[src/rtl/mw_ctrl_pkg.sv]
package mw_ctrl_pkg;
  parameter int ADDR_W  = 8;
  parameter int DATA_W  = 16;
  localparam int CMD_W   = 3 + ADDR_W;
  localparam int FRAME_W = CMD_W + 1 + DATA_W;
  localparam int LEN_W   = $clog2(FRAME_W + 1);

  typedef enum logic [2:0] {
    OP_READ = 3'd0, OP_WRITE = 3'd1, OP_ERASE = 3'd2, OP_ERASE_ALL = 3'd3,
    OP_FILL_ALL = 3'd4, OP_UNLOCK = 3'd5, OP_LOCK = 3'd6, OP_LOCK_ALT = 3'd7
  } mw_op_e;

  typedef struct packed {
    logic [FRAME_W-1:0] bits;
    logic [LEN_W-1:0]   len;
  } mw_frame_t;

  function automatic logic is_prog(mw_op_e op);
    return (op == OP_WRITE) || (op == OP_ERASE) || (op == OP_ERASE_ALL) || (op == OP_FILL_ALL);
  endfunction

  // left-aligned frame: start bit, opcode, address, optional data, pad
  function automatic mw_frame_t build(mw_op_e op, logic [ADDR_W-1:0] addr, logic [DATA_W-1:0] data);
    mw_frame_t f;
    logic [ADDR_W-3:0] z;
    z = '0;
    case (op)
      OP_READ:      begin f.bits = {3'b110, addr, {(DATA_W+1){1'b0}}};       f.len = LEN_W'(FRAME_W); end
      OP_WRITE:     begin f.bits = {3'b101, addr, data, 1'b0};                f.len = LEN_W'(FRAME_W-1); end
      OP_ERASE:     begin f.bits = {3'b111, addr, {(DATA_W+1){1'b0}}};       f.len = LEN_W'(CMD_W); end
      OP_ERASE_ALL: begin f.bits = {3'b100, 2'b10, z, {(DATA_W+1){1'b0}}};   f.len = LEN_W'(CMD_W); end
      OP_FILL_ALL:  begin f.bits = {3'b100, 2'b01, z, data, 1'b0};           f.len = LEN_W'(FRAME_W-1); end
      OP_UNLOCK:    begin f.bits = {3'b100, 2'b11, z, {(DATA_W+1){1'b0}}};   f.len = LEN_W'(CMD_W); end
      default:      begin f.bits = {3'b100, 2'b00, z, {(DATA_W+1){1'b0}}};   f.len = LEN_W'(CMD_W); end
    endcase
    return f;
  endfunction

  function automatic mw_frame_t poll_frame();
    mw_frame_t f;
    f.bits = '0;
    f.len  = LEN_W'(1);
    return f;
  endfunction
endpackage

[src/rtl/mw_half_tick.sv]
module mw_half_tick #(
  parameter int DIV_W = 8
) (
  input  logic             clk_i,
  input  logic             rst_ni,
  input  logic             run_i,
  input  logic [DIV_W-1:0] div_i,
  output logic             tick_o
);
  logic [DIV_W-1:0] cnt_q;

  always_ff @(posedge clk_i or negedge rst_ni) begin
    if (!rst_ni)                     cnt_q <= '0;
    else if (!run_i || cnt_q == div_i) cnt_q <= '0;
    else                             cnt_q <= cnt_q + 1'b1;
  end

  assign tick_o = run_i && (cnt_q == div_i);
endmodule

[src/rtl/mw_bit_engine.sv]
module mw_bit_engine
  import mw_ctrl_pkg::*;
#(
  parameter int DIV_W = 8
) (
  input  logic              clk_i,
  input  logic              rst_ni,
  input  logic              start_i,
  input  mw_frame_t         frame_i,
  input  logic [DIV_W-1:0]  div_i,
  output logic              cs_o,
  output logic              sk_o,
  output logic              do_o,
  input  logic              di_i,
  output logic [DATA_W-1:0] rx_o,
  output logic              done_o
);
  typedef enum logic [1:0] {E_IDLE, E_LOW, E_HIGH, E_GAP} eng_st_e;

  eng_st_e            st_q;
  logic [FRAME_W-1:0] sh_q;
  logic [LEN_W-1:0]   cnt_q;
  logic [DIV_W-1:0]   div_q;
  logic               gap_h_q, tick;

  mw_half_tick #(.DIV_W(DIV_W)) u_tick (
    .clk_i, .rst_ni, .run_i(st_q != E_IDLE), .div_i(div_q), .tick_o(tick)
  );

  always_ff @(posedge clk_i or negedge rst_ni) begin
    if (!rst_ni) begin
      st_q <= E_IDLE; cs_o <= 1'b0; sk_o <= 1'b0; do_o <= 1'b0;
      sh_q <= '0; cnt_q <= '0; div_q <= '0; gap_h_q <= 1'b0;
      rx_o <= '0; done_o <= 1'b0;
    end else begin
      done_o <= 1'b0;
      case (st_q)
        E_IDLE: if (start_i) begin
          cs_o  <= 1'b1;
          do_o  <= frame_i.bits[FRAME_W-1];
          sh_q  <= {frame_i.bits[FRAME_W-2:0], 1'b0};
          cnt_q <= frame_i.len;
          div_q <= div_i;
          st_q  <= E_LOW;
        end
        E_LOW: if (tick) begin
          sk_o <= 1'b1;
          rx_o <= {rx_o[DATA_W-2:0], di_i};
          st_q <= E_HIGH;
        end
        E_HIGH: if (tick) begin
          sk_o <= 1'b0;
          if (cnt_q == LEN_W'(1)) begin
            cs_o <= 1'b0; do_o <= 1'b0; gap_h_q <= 1'b0; st_q <= E_GAP;
          end else begin
            do_o  <= sh_q[FRAME_W-1];
            sh_q  <= {sh_q[FRAME_W-2:0], 1'b0};
            cnt_q <= cnt_q - 1'b1;
            st_q  <= E_LOW;
          end
        end
        default: if (tick) begin
          if (gap_h_q) begin st_q <= E_IDLE; done_o <= 1'b1; end
          else gap_h_q <= 1'b1;
        end
      endcase
    end
  end

  // checker state: select-low run length and divisor of the last frame
  logic [DIV_W+1:0] low_cnt_q;
  logic [DIV_W-1:0] prev_div_q;
  always_ff @(posedge clk_i or negedge rst_ni) begin
    if (!rst_ni) begin
      low_cnt_q <= '1; prev_div_q <= '0;
    end else if (cs_o) begin
      low_cnt_q <= '0; prev_div_q <= div_q;
    end else if (low_cnt_q != '1) begin
      low_cnt_q <= low_cnt_q + 1'b1;
    end
  end

  assert_sk_low_when_idle_R7: assert property (@(posedge clk_i) disable iff (!rst_ni)
    !cs_o |-> !sk_o);
  assert_cs_gap_R7: assert property (@(posedge clk_i) disable iff (!rst_ni)
    $rose(cs_o) |-> low_cnt_q >= (({2'b00, prev_div_q} + 1'b1) << 1));
  assert_do_stable_high_R8: assert property (@(posedge clk_i) disable iff (!rst_ni)
    sk_o |-> $stable(do_o));
endmodule

[src/rtl/mw_eeprom_ctrl.sv]
module mw_eeprom_ctrl
  import mw_ctrl_pkg::*;
#(
  parameter int DIV_W     = 8,
  parameter int POLL_MAX  = 25,
  parameter int POLL_WAIT = 64
) (
  input  logic              clk_i,
  input  logic              rst_ni,
  input  logic [DIV_W-1:0]  div_i,
  input  logic              cmd_valid_i,
  input  logic [2:0]        cmd_op_i,
  input  logic [ADDR_W-1:0] cmd_addr_i,
  input  logic [DATA_W-1:0] cmd_wdata_i,
  output logic              busy_o,
  output logic              done_o,
  output logic              err_o,
  output logic [DATA_W-1:0] rdata_o,
  output logic              cs_o,
  output logic              sk_o,
  output logic              do_o,
  input  logic              di_i
);
  localparam int PC_W = $clog2(POLL_MAX + 1);
  localparam int WC_W = $clog2(POLL_WAIT + 1);

  typedef enum logic [2:0] {T_IDLE, T_EN, T_MAIN, T_WAIT, T_POLL, T_DIS} seq_st_e;

  seq_st_e           st_q;
  mw_op_e            op_q;
  logic [ADDR_W-1:0] addr_q;
  logic [DATA_W-1:0] data_q;
  mw_frame_t         frame_q;
  logic              start_q, eng_done, timeout_q;
  logic [DATA_W-1:0] rx;
  logic [PC_W-1:0]   poll_cnt_q;
  logic [WC_W-1:0]   wait_cnt_q;

  mw_bit_engine #(.DIV_W(DIV_W)) u_eng (
    .clk_i, .rst_ni, .start_i(start_q), .frame_i(frame_q), .div_i,
    .cs_o, .sk_o, .do_o, .di_i, .rx_o(rx), .done_o(eng_done)
  );

  assign busy_o = (st_q != T_IDLE);

  always_ff @(posedge clk_i or negedge rst_ni) begin
    if (!rst_ni) begin
      st_q <= T_IDLE; op_q <= OP_READ; addr_q <= '0; data_q <= '0;
      frame_q <= '0; start_q <= 1'b0; timeout_q <= 1'b0;
      poll_cnt_q <= '0; wait_cnt_q <= '0;
      done_o <= 1'b0; err_o <= 1'b0; rdata_o <= '0;
    end else begin
      start_q <= 1'b0;
      done_o  <= 1'b0;
      err_o   <= 1'b0;
      case (st_q)
        T_IDLE: if (cmd_valid_i) begin
          op_q <= mw_op_e'(cmd_op_i); addr_q <= cmd_addr_i; data_q <= cmd_wdata_i;
          poll_cnt_q <= '0; timeout_q <= 1'b0; start_q <= 1'b1;
          if (is_prog(mw_op_e'(cmd_op_i))) begin
            frame_q <= build(OP_UNLOCK, '0, '0); st_q <= T_EN;
          end else begin
            frame_q <= build(mw_op_e'(cmd_op_i), cmd_addr_i, cmd_wdata_i); st_q <= T_MAIN;
          end
        end
        T_EN: if (eng_done) begin
          frame_q <= build(op_q, addr_q, data_q); start_q <= 1'b1; st_q <= T_MAIN;
        end
        T_MAIN: if (eng_done) begin
          if (is_prog(op_q)) begin
            wait_cnt_q <= '0; st_q <= T_WAIT;
          end else begin
            if (op_q == OP_READ) rdata_o <= rx;
            done_o <= 1'b1; st_q <= T_IDLE;
          end
        end
        T_WAIT: begin
          wait_cnt_q <= wait_cnt_q + 1'b1;
          if (wait_cnt_q == WC_W'(POLL_WAIT - 1)) begin
            frame_q <= poll_frame(); start_q <= 1'b1; st_q <= T_POLL;
          end
        end
        T_POLL: if (eng_done) begin
          if (rx[0] || poll_cnt_q == PC_W'(POLL_MAX - 1)) begin
            timeout_q <= !rx[0];
            frame_q <= build(OP_LOCK, '0, '0); start_q <= 1'b1; st_q <= T_DIS;
          end else begin
            poll_cnt_q <= poll_cnt_q + 1'b1; wait_cnt_q <= '0; st_q <= T_WAIT;
          end
        end
        default: if (eng_done) begin
          done_o <= 1'b1; err_o <= timeout_q; st_q <= T_IDLE;
        end
      endcase
    end
  end

  assert_err_only_with_done_R6: assert property (@(posedge clk_i) disable iff (!rst_ni)
    err_o |-> done_o);
  assert_poll_budget_R6: assert property (@(posedge clk_i) disable iff (!rst_ni)
    poll_cnt_q < PC_W'(POLL_MAX));
  assert_done_ends_busy_R9: assert property (@(posedge clk_i) disable iff (!rst_ni)
    done_o |-> ($past(busy_o) && !busy_o));
  assert_accept_on_valid_R9: assert property (@(posedge clk_i) disable iff (!rst_ni)
    $rose(busy_o) |-> $past(cmd_valid_i));
  assert_select_within_cmd_R4: assert property (@(posedge clk_i) disable iff (!rst_ni)
    cs_o |-> busy_o);
endmodule

[config.mk]
export PLATFORM = sky130hd
export DESIGN_NAME = mw_eeprom_ctrl
export DESIGN_NICKNAME = d
export VERILOG_FILES = /design/src/rtl/mw_ctrl_pkg.sv /design/src/rtl/mw_half_tick.sv /design/src/rtl/mw_bit_engine.sv /design/src/rtl/mw_eeprom_ctrl.sv
export SDC_FILE = /design/constraint.sdc
export NUM_CORES = 1
export LEC_CHECK = 0
export BUFFER_PORTS_ARGS = -buffer_cell sky130_fd_sc_hd__buf_2
export CORE_MARGIN = 2
export CORE_UTILIZATION = 50
export DETAILED_ROUTE_END_ITERATION = 16
export GPL_TIMING_DRIVEN = 0
export HOLD_SLACK_MARGIN = 0.08
export MAX_ROUTING_LAYER = met4
export PLACE_DENSITY = 0.71
export SKIP_CTS_REPAIR_TIMING = 1
export SYNTH_ARGS = -nofsm -noshare
export SYNTH_HDL_FRONTEND = slang
export SYNTH_SLANG_ARGS = --single-unit
[constraint.sdc]
create_clock -name clk_i -period 2.2 [get_ports clk_i]
set_clock_uncertainty 0.1 [all_clocks]
set_input_delay 0.44 -clock clk_i [delete_from_list [all_inputs] [get_ports clk_i]]
set_output_delay 0.44 -clock clk_i [all_outputs]
set_load 0.005 [all_outputs]
==> results of run 1 <==
-- routing by layer --
| layer | global-route usage | routed length, um |
|---|---|---|
| met5 | - | 0 |
| met1 | 0.2686 | 7206 |
| met4 | 0.08016 | 307 |
| met3 | 0.04439 | 625 |
| met2 | 0.3232 | 7585 |
-- state kept, by name, summed over array words and instances (netlist names), 7 cells and up --
signal	cells
frame_q	31
u_eng.rx_o	16
rdata_o	16
addr_q	8
wait_cnt_q	7
u_eng.u_tick.cnt_q	8
u_eng.sh_q	26
u_eng.div_q	8
data_q	16
-- power groups by stage --
stage                     Combinational [uW]  Sequential, uW  Clock (uW)
after CTS                                841            3380        3080
after floorplan                          600            3380           0
final                                    860            3390        3040
after detailed placement                 830            3430           0
after global placement                   782            3420           0
after global routing                     961            3420        3220
-- cell usage in the layout, fill, tap and decap left out, types with 5 or more instances in the layout --
cell,count
ha_1,5
nand2_1,141
or3_1,8
a221o_1,27
xnor2_1,5
a22o_1,9
and3_1,13
clkbuf_1,18
nand3_1,13
nor2_1,30
mux2i_1,23
dfrtp_1,163
inv_1,30
xor2_1,6
buf_4,16
a31oi_1,5
o21ai_0,14
mux2_2,25
xnor2_2,7
buf_2,69
a21oi_1,9
nor3_1,16
mux2_4,19
clkbuf_16,17
nand4_1,7
-- area by class of cell --
class | count | share of cell area
Clock buffer | 24 | 0.05399
Timing Repair Buffer | 74 | 0.04908
Inverter | 30 | 0.01262
Sequential cell | 163 | 0.4572
Multi-Input combinational cell | 457 | 0.3635
Tap cell | 184 | 0.02580
Buffer | 38 | 0.02412
Clock inverter | 7 | 0.01374
-- worst reg2reg max path: cells and delay by family (launching register included) --
| family | cells | cell delay, ns |
|---|---|---|
| muxes | 1 | 0.30 |
| buffers and inverters | 2 | 0.38 |
| DFF | 1 | 0.39 |
| and+or+nand+nor | 2 | 0.87 |
-- logic make-up after synthesis --
kind of cell	count (synthesis)	share of synthesized area
and+or+nand+nor	268	0.1774
DFF	163	0.5384
AOI/OAI and AO/OA	98	0.1029
buffers and inverters	68	0.04145
muxes	67	0.1052
xor gates and xnor gates	18	0.02477
adders and majority gates	6	0.009909
-- final timing paths --
kind	endpoint	depth (start not counted)
setup / recovery	rdata_o[11]	5
hold / removal	u_eng.div_q[4]	3
setup reg to reg	rdata_o[11]	5
hold reg to reg	addr_q[6]	2
max in group asynchronous	frame_q[17]	3
min in group asynchronous	u_eng.div_q[3]	2
-- per-stage QoR --
stage	instances	setup TNS, ns	setup slack, ns	hold WS [ns]
floorplan	688	0	0.1336	0.04441
global placement	932	-294.04	-1.802	0.3584
detailed placement	933	-4.426	-0.2210	0.2443
CTS	964	-5.213	-0.2486	-0.2020
global route	977	-0.007722	-0.002905	0.09467
finish	977	0	0.05417	0.1088
==> metrics.md, run 1 <==
| Metric | Value |
|---|---|
| Outcome | `finished clean` |
| Worst Setup Path Type | `flip-flop to flip-flop` |
| Pin count of the biggest net entering global routing | `125` |
| Area contributors post-synth | `dfrtp_1, nand2_1, mux2_4` |
| CP max stage cell | `or3_4` |
| Setup violators final | `0` |
| Rows | `44` |
| Area delta synth->final | `17.77%` |
| Layout cell share with drive strength beyond 1 | `0.2421` |
| Worst EP required | `2.40 ns` |
| Worst Hold Launch | `div_i[4]` |
| Initial antenna violation count | `0` |
| CP Max Fanout | `10` |
| Setup crit start | `op_q[2]` |
| Synthesized area | `7576 um2` |
| Avg WL per Cell | `16.09 um` |
| Max Clk Rate | `0.4660 GHz` |
| Initial Util | `0.5173` |
| DR pass1 iterations | `4` |
| Global-route wire length before repair | `25.67 mm` |
| Total gr overflow | `0` |
| NumNets Final | `826` |
| CTS H-Tree Depth | `4` |
| Avg Cell Area, Syn | `11.01 um2` |
| TritonCTS buffer count | `17` |
| Combinational share of power | `0.118` |
| Most instantiated cells after synthesis | `dfrtp_1, nand2_1, nor2_1, inv_1, a221o_1` |
| Final Wtd Congestion | `0.9454` |
| Reg2reg setup slack | `0.05 ns` |
| Final Hold Fails | `0` |
| Antenna cells | `0` |
| Routed wire length | `15.72 mm` |
| Sw frac | `0.2544` |
| Post-DP HPWL | `10.86 mm` |
| Synth Register Bits | `163` |
| Final worst-path cycle share | `0.9754` |
| Leakage Power | `0.004250 uW` |
| Final ANT Viol Nets | `0` |
| Post-DP Area | `8144 um2` |
| PwrDens | `816.7 nW/um2` |
| Most numerous cell in the Yosys netlist | `dfrtp_1` |
| Core region area | `14640 um2` |
| Top cell type's share of synthesized area | `0.5384` |
| Vias post-DR | `5436` |
| Final Util | `0.6093` |
| FILL cells | `1163` |
| DIE WIDTH | `127.1 um` |
| Worst min-delay path class | `input port to flip-flop` |
| Worst r2r src | `op_q[2]` |
| I/O pins | `61` |
| Die height | `127.1 um` |
| Post-synth EDFFs | `0` |
| Vias in the first global route | `5265` |
| FF/Latch Area | `4079 um2` |
| Vias/cell | `5.564` |
| CTS sink cnt | `163` |
| Finished Cell Area | `8922 um2` |
| Buffer and inverter count on the worst path | `2` |
| Syn Inst Count | `688` |
| Clock-pin slew on the worst setup and hold paths | `0.06 ns` |
| Sequential power share | `0.465` |
| FFs w/ async S/R, synth | `1.000` |
| Tot Pwr | `7287 uW` |
| Clock power frac | `0.417` |
| CP max stage delay | `0.43 ns` |
| Die ar. | `16150 um2` |
| Drt drc | `0` |
| CTS tree | `built` |
| Clk_lat worst skew | `0.42 ns` |
| Critical Path Source Type | `flip-flop` |
| Family with the most delay on the worst path | `simple AND/OR/NAND/NOR gates` |
| Worst setup EP type | `flip-flop` |
| Peak VDD IR | `0.0005698 V` |
| Post-synth cell types | `66` |
| Arr. time, crit path | `2.35 ns` |
| Sw power | `1854 uW` |
| Combined area of the multi-input logic cells | `3243 um2` |
| Int Pwr | `5433 uW` |
| Crit path time final | `2.146 ns` |
| Sequential share of the synthesized area | `0.5384` |
| DRT iter0 DRCs | `358` |
| Ys flop type | `dfrtp_1` |
| Max-slew headroom | `0.5993` |
| Gr usage total | `0.2073` |
| CTS max path bufs | `2` |
| Ys Warns | `0` |
| MaxCap Viol Count | `0` |
| # port buffers | `60` |
| Max Slew Vio Count | `0` |
| CTS root buf | `clkbuf_16` |
| Worst Max-Slew Pin Slew | `0.5988 ns` |
| CP cell instances | `or3_4 -> or3_1 -> buf_4 -> buf_6 -> mux2_4` |
| Syn Nets | `733` |
| Most area-hungry cell type in the Yosys netlist | `dfrtp_1` |
Power figures use the tool's default switching activity.
==> inputs of run 2 (changes only) <==
--- a/config.mk
+++ b/config.mk
@@ -6,7 +6,7 @@
 export NUM_CORES = 1
 export LEC_CHECK = 0
 export BUFFER_PORTS_ARGS = -buffer_cell sky130_fd_sc_hd__buf_2
-export CORE_MARGIN = 2
+export CORE_ASPECT_RATIO = 1.1
 export CORE_UTILIZATION = 50
 export DETAILED_ROUTE_END_ITERATION = 16
 export GPL_TIMING_DRIVEN = 0
@@ -14,6 +14,7 @@
 export MAX_ROUTING_LAYER = met4
 export PLACE_DENSITY = 0.71
 export SKIP_CTS_REPAIR_TIMING = 1
+export SLEW_MARGIN = 30
 export SYNTH_ARGS = -nofsm -noshare
 export SYNTH_HDL_FRONTEND = slang
 export SYNTH_SLANG_ARGS = --single-unit
==> run 2 against run 1 <==
Net effect:
- the flow now finishes with violations (setup timing)
- clock-buffer cell count is 6 lower
- total power is 3.0% lower
- maximum frequency is 3.7% lower
- worst setup slack worse by 0.083 ns
- worst hold slack worse by 0.015 ns
- highest routed layer unchanged
- critical path depth is 1 higher
- sequential share of layout area is 0.10 points lower
- cell area is 0.22% higher
- flip-flop and latch count stayed put
- wire length is 2.2% higher
- critical path type unchanged
- die area is 3.1% lower
- largest power group unchanged
- critical endpoint is now frame_q[1]
==> metrics.md, run 2 (synthesized netlist as in run 1, its figures left out) <==
| Metric | Value |
|---|---|
| Arr. time, crit path | `2.44 ns (+0.09 ns)` |
| Final Hold Fails | `0 (unchanged)` |
| Family with the most delay on the worst path | `simple AND/OR/NAND/NOR gates` |
| Avg WL per Cell | `16.26 um (+1.0%)` |
| Routed wire length | `16.08 mm (+2.2%)` |
| Layout cell share with drive strength beyond 1 | `0.2509 (+0.008822)` |
| Pin count of the biggest net entering global routing | `72 (-42%)` |
| FILL cells | `1239 (+6.5%)` |
| CP Max Fanout | `10 (unchanged)` |
| CTS tree | `built` |
| Global-route wire length before repair | `26.48 mm (+3.1%)` |
| Max reg flops | `31 (unchanged)` |
| Post-Layout Cell Count | `989 (+1.2%)` |
| CTS sink cnt | `163 (unchanged)` |
| NumNets Final | `829 (+0.36%)` |
| CP max stage delay | `0.51 ns (+0.08 ns)` |
| Drt drc | `0 (unchanged)` |
| Vias/cell | `5.547 (-0.30%)` |
| Outcome | `finished with violations` |
| Placed cell count | `942 (+0.96%)` |
| Hold path depth | `3 (unchanged)` |
| CP cell instances | `buf_2 -> nor4bb_1 -> o21ai_2 -> nand3_4 -> buf_8 -> mux2_2` |
| CTS H-Tree Depth | `4 (unchanged)` |
| DIE WIDTH | `119.4 um (-6.1%)` |
| Die height | `131.1 um (+3.2%)` |
| Final ANT Viol Nets | `0 (unchanged)` |
| CTS max path bufs | `2 (unchanged)` |
| Max-slew headroom | `0.6101 (+0.01080)` |
| Max Clk Rate | `0.4487 GHz (-3.7%)` |
| Most frequent cells in the layout | `dfrtp_1, nand2_1, buf_2` |
| DR pass1 iterations | `4 (unchanged)` |
| Total gr overflow | `0 (unchanged)` |
| Worst setup EP type | `flip-flop` |
| PwrDens | `790.7 nW/um2 (-3.2%)` |
| CTS root buf | `clkbuf_16` |
| Crit path time final | `2.229 ns (+0.08299 ns)` |
| Initial Util | `0.5182 (+0.0008856)` |
| Setup violators final | `9 (+9)` |
| Peak VDD IR | `0.0003994 V (-30%)` |
| Leakage Power | `0.004246 uW (about the same)` |
| Worst EP required | `2.41 ns (about the same)` |
| Vias in the first global route | `5446 (+3.4%)` |
| Top reg by flops | `frame_q` |
| Final setup TNS | `-0.1019 ns (-0.1019 ns)` |
| Biggest regs | `frame_q (31), u_eng.sh_q (26)` |
| Vias post-DR | `5486 (+0.92%)` |
| Post-DP HPWL | `11.06 mm (+1.9%)` |
| Worst Max-Slew Pin Slew | `0.5769 ns (-0.02186 ns)` |
| DRT iter0 DRCs | `364 (+1.7%)` |
| Core region area | `14620 um2 (-0.17%)` |
| Rows | `46 (+4.5%)` |
| Final worst-path cycle share | `1.013 (+0.03772)` |
| Violated checks | `setup timing` |
| Clock-pin slew on the worst setup and hold paths | `0.06 ns (about the same)` |
| Critical Path Source Type | `flip-flop` |
| Initial antenna violation count | `0 (unchanged)` |
| Clk_lat worst skew | `0.43 ns (about the same)` |
| TritonCTS buffer count | `17 (unchanged)` |
| Final Wtd Congestion | `0.8500 (-10%)` |
| Area delta synth->final | `18.03%` |
| Commonest non-fill, non-tap cell in the layout | `dfrtp_1` |
| MaxCap Viol Count | `0 (unchanged)` |
| Buffer and inverter count on the worst path | `2 (unchanged)` |
| R2R cell count | `6 (+1)` |
| Worst setup margin | `-0.02882 ns (-0.08299 ns)` |
| WP depth | `6 (+1)` |
| I/O pins | `61 (unchanged)` |
| # port buffers | `60 (unchanged)` |
| Worst min-delay path class | `input port to flip-flop` |
| Antenna cells | `0 (unchanged)` |
| Max Slew Vio Count | `0 (unchanged)` |
| CP max stage cell | `nor4bb_1` |
| Worst Setup Path Type | `flip-flop to flip-flop` |
| Gr usage total | `0.2221 (+0.01476)` |
| Die ar. | `15650 um2 (-3.1%)` |
==> run 2: changes by cell type in the layout (fill, tap and decap cells not counted), moves of 3 or more <==
cell / before / now
clkbuf_1: 18 / 14
clkbuf_8: 3 / 0
clkinv_2: 0 / 3
clkinv_4: 1 / 4
==> run 2: final timing paths <==
path,from,to,slack [ns]
min reg2reg,data_q[4],data_q[4],0.38
max,st_q[2],frame_q[1],-0.03
min,div_i[4],u_eng.div_q[4],0.09
max reg2reg,st_q[2],frame_q[1],-0.03
max in group asynchronous,rst_ni,data_q[11],0.65
min in group asynchronous,rst_ni,u_eng.div_q[1],0.38
==> run 2: final cells by class <==
type / count / area, um2 / share of cell area
flip-flops and latches: 163 / 4079 / 0.4561
multi-input cells: 458 / 3251 / 0.3635
clock inverters: 14 / 131.4 / 0.01469
repair buffers: 76 / 473.0 / 0.05289
well taps: 192 / 240.2 / 0.02686
inverters: 30 / 112.6 / 0.01259
clock buffers: 18 / 429.2 / 0.04799
plain buffers: 38 / 226.5 / 0.02533
==> run 2: metrics by stage <==
step	hold WS, ns	instance area [um2]	total power (uW)	utilization	setup slack (ns)
after floorplan	0.04441	7576	3982	-	0.1336
after global placement	0.3585	8117	4204	0.5552	-1.783
after detailed placement	0.2382	8182	4263	0.5597	-0.2268
after CTS	-0.2296	8742	7093	0.5980	-0.1694
after global routing	0.08487	8942	7356	0.6117	-0.03669
final	0.09379	8942	7071	0.6117	-0.02882
==> run 2: worst register-to-register path, delay by kind of cell, from the launching register on <==
family                 cells  cell delay, ns
and+or+nand+nor            2            0.69
buffers and inverters      2            0.40
DFF                        1            0.37
muxes                      1            0.35
AOI/OAI and AO/OA          1            0.22
==> run 2: power by group <==
group / total [uW] / switching [uW] / internal, uW
Combinational: 865 / 495 / 370
Clock: 2810 / 1240 / 1570
Sequential: 3400 / 209 / 3190
==> run 2: layer usage <==
layer,vias to the layer above,GRT usage,routed length [um],share of wire
met4,0,0.08403,300,0.019
met5,-,-,0,0
met2,135,0.3421,7900,0.49
met1,2700,0.2889,7272,0.45
met3,29,0.04774,603,0.038
li1,2622,-,-,-
==> inputs of run 3 (changes only) <==
--- a/config.mk
+++ b/config.mk
@@ -17,4 +17,5 @@
 export SLEW_MARGIN = 30
 export SYNTH_ARGS = -nofsm -noshare
 export SYNTH_HDL_FRONTEND = slang
+export SYNTH_HIERARCHICAL = 1
 export SYNTH_SLANG_ARGS = --single-unit
==> run 3 against run 2 <==
Net effect:
- die area increased by 0.94%
- worst setup slack worse by 0.22 ns
- wire length decreased by 5.1%
- highest routed layer unchanged
- the flow still finishes with violations (setup timing)
- sequential share of layout area shrank 0.67 points
==> metrics.md, run 3 <==
| Metric | Value |
|---|---|
| Outcome | `finished with violations` |
| Violated checks | `setup timing` |
| Max Clk Rate | `0.4087 GHz (-8.9%)` |
| Routed length on met2 | `7.554 mm (-4.4%)` |
| CTS tree | `built` |
| Synthesized area | `7649 um2 (+0.96%)` |
| Layout cell share with drive strength beyond 1 | `0.3218 (+0.07081)` |
| Global-route wire length before repair | `25.26 mm (-4.6%)` |
| Initial antenna violation count | `0 (unchanged)` |
| Final Wtd Congestion | `0.8667 (+2.0%)` |
| Syn Inst Count | `662 (-3.8%)` |
| TritonCTS buffer count | `17 (unchanged)` |
| Die height | `131.7 um (+0.47%)` |
| Core region area | `15000 um2 (+2.6%)` |
| Setup violators final | `46 (+37)` |
| CTS root buf | `clkbuf_16` |
| Post-synth EDFFs | `0 (unchanged)` |
| Most instantiated cells after synthesis | `dfrtp_1, nand2_1, mux2_2, o21ai_0, mux2i_1` |
| Vias in the first global route | `5151 (-5.4%)` |
| Ys flop type | `dfrtp_1` |
| Drt drc | `0 (unchanged)` |
| CTS sink cnt | `164 (+0.61%)` |
| Vias/cell | `5.401 (-2.6%)` |
| Most numerous cell in the Yosys netlist | `dfrtp_1` |
| MaxCap Viol Count | `0 (unchanged)` |
| RSZ-0062 raised after global routing | `true` |
| Arr. time, crit path | `2.70 ns (+0.26 ns)` |
| DIE WIDTH | `119.9 um (+0.47%)` |
| Routed wire length | `15.26 mm (-5.1%)` |
| Worst setup EP type | `flip-flop` |
| Initial Util | `0.5101 (-0.008176)` |
| Met3 wire length | `590 um (-2.2%)` |
| Area contributors post-synth | `dfrtp_1, mux2_2, mux2i_1` |
| Most frequent cells in the layout | `dfrtp_1, nand2_1, buf_2` |
| Post-DP HPWL | `10.21 mm (-7.7%)` |
| Critical Path Source Type | `flip-flop` |
| Sequential share of the synthesized area | `0.5366 (-0.001837)` |
| Synth Register Bits | `164 (+0.61%)` |
| Antenna cells | `0 (unchanged)` |
| Max-slew headroom | `0.5960 (-0.01418)` |
| Leakage Power | `0.004403 uW (+3.7%)` |
| Top sig layer | `met4` |
| Peak VDD IR | `0.0005883 V (+47%)` |
| Final Hold Fails | `0 (unchanged)` |
| Clk_lat worst skew | `0.43 ns (about the same)` |
| Worst Max-Slew Pin Slew | `0.6061 ns (+0.02914 ns)` |
| Biggest regs | `frame_q (31), u_eng/sh_q (27)` |
| FILL cells | `1235 (-0.32%)` |
| Hold path depth | `3 (unchanged)` |
| Post-DP Area | `8274 um2 (+1.1%)` |
| Most area-hungry cell type in the Yosys netlist | `dfrtp_1` |
| Worst min-delay path class | `input port to flip-flop` |
| Combined area of the multi-input logic cells | `3329 um2 (+2.4%)` |
| Pre-CTS WS | `-0.5647 ns (-0.3379 ns)` |
| DRT iter0 DRCs | `224 (-38%)` |
| Vias post-DR | `5255 (-4.2%)` |
| CP Max Fanout | `7 (-3)` |
| Rows | `47 (+2.2%)` |
| Final ANT Viol Nets | `0 (unchanged)` |
| Hold_ws | `0.1272 ns (+0.03345 ns)` |
| Max Slew Vio Count | `0 (unchanged)` |
| Die ar. | `15800 um2 (+0.94%)` |
| Total gr overflow | `0 (unchanged)` |
| Worst setup margin | `-0.2467 ns (-0.2178 ns)` |
| Worst Setup Path Type | `flip-flop to flip-flop` |
| CTS max path bufs | `2 (unchanged)` |
| I/O pins | `61 (unchanged)` |
| Area delta synth->final | `19.45%` |
| CTS H-Tree Depth | `4 (unchanged)` |
| Tot Pwr | `7080 uW (+0.14%)` |
| Ys Warns | `6 (+6)` |
| Avg Cell Area, Syn | `11.55 um2 (+4.9%)` |
| Top reg by flops | `frame_q` |
| # port buffers | `60 (unchanged)` |
| Gr usage total | `0.2088 (-0.01331)` |
| Top cell type's share of synthesized area | `0.5366 (-0.001837)` |
| FFs w/ async S/R, synth | `1.000 (unchanged)` |
| FF/Latch Area | `4106 um2 (+0.67%)` |
| R2R cell count | `9 (+3)` |
| Pin count of the biggest net entering global routing | `89 (+24%)` |
| Finished Cell Area | `9136 um2 (+2.2%)` |
| Worst EP required | `2.46 ns (+0.05 ns)` |
| Commonest non-fill, non-tap cell in the layout | `dfrtp_1` |
| Avg WL per Cell | `15.68 um (-3.5%)` |
| Final worst-path cycle share | `1.112 (+0.09902)` |
| Post-synth cell types | `67 (+1.5%)` |
| Syn Nets | `707 (-3.5%)` |
| DRT met1 WL | `6.950 mm (-4.4%)` |
| Crit path time final | `2.447 ns (+0.2178 ns)` |
| DR pass1 iterations | `4 (unchanged)` |
| NumNets Final | `809 (-2.4%)` |
| Max reg flops | `31 (unchanged)` |
| Clock-pin slew on the worst setup and hold paths | `0.06 ns (about the same)` |
| PwrDens | `775.0 nW/um2 (-2.0%)` |
-- run 3: cell count changes after synthesis, sizes merged, moves of 8 or more --
cell and change:
nand2 -63, buf +8, clkbuf -11, nor2 -10, xnor2 -10, mux2 +29
and3 -10, a221o -25, o21ai +44, mux2i +25, nor3 -11
-- run 3: logic make-up after synthesis --
family / after synthesis / share of synthesized area
other: 1 / 0.0004903
buffers and inverters: 67 / 0.04286
flip-flops: 164 / 0.5366
AO/OA/AOI/OAI: 126 / 0.1103
XOR/XNOR: 12 / 0.01570
AND/OR/NAND/NOR: 165 / 0.1140
adder cells (fa/ha/maj): 6 / 0.009815
multiplexers: 121 / 0.1703
-- run 3: path summary, 6_finish.rpt --
path	endpoint	slack [ns]	from
max	u_eng/cnt_q[0]	-0.25	u_eng/u_tick/cnt_q[7]
min	addr_q[7]	0.13	cmd_addr_i[7]
max reg2reg	u_eng/cnt_q[0]	-0.25	u_eng/u_tick/cnt_q[7]
min reg2reg	u_eng/cs_o	0.38	u_eng/cs_o
max in group asynchronous	addr_q[4]	0.72	rst_ni
min in group asynchronous	u_eng/div_q[2]	0.45	rst_ni
-- run 3: per-stage QoR --
stage               utilization  cells  TNS (ns)
global route             0.6093    973    -9.572
finish                   0.6093    973    -6.146
global placement         0.5489    918   -320.38
CTS                      0.5892    951    -27.52
floorplan                     -    662    -8.574
detailed placement       0.5518    919    -25.55
-- run 3: report_power, final --
group | total [uW] | switching, uW | internal (uW) | leakage, uW
clock | 2790 | 1170 | 1620 | 0.000271
sequential | 3360 | 163 | 3200 | 0.00195
combinational | 928 | 524 | 404 | 0.00218
total | 7080 | 1860 | 5220 | 0.00440
-- run 3: cell type report --
cell class,count,share of cell area
plain buffers,33,0.02547
clock buffers,25,0.05642
clock inverters,7,0.005067
inverters,32,0.01315
multi-input cells,431,0.3644
flip-flops and latches,164,0.4495
well taps,196,0.02684
repair buffers,85,0.05916
-- run 3: routing by layer --
| layer | global-route usage | vias to the layer above |
|---|---|---|
| li1 | - | 2538 |
| met5 | - | - |
| met4 | 0.07917 | 0 |
| met2 | 0.3167 | 89 |
| met3 | 0.05686 | 15 |
| met1 | 0.2665 | 2613 |
-- run 3: worst max-delay path: stages, from the launching register on --
cell      delay [ns]
dfrtp_1         0.41
xor2_2          0.20
nor4_4          0.26
buf_4           0.18
and3_4          0.21
nand2_4         0.08
a221o_1         0.38
buf_6           0.15
or3_1           0.32
o211ai_2        0.08
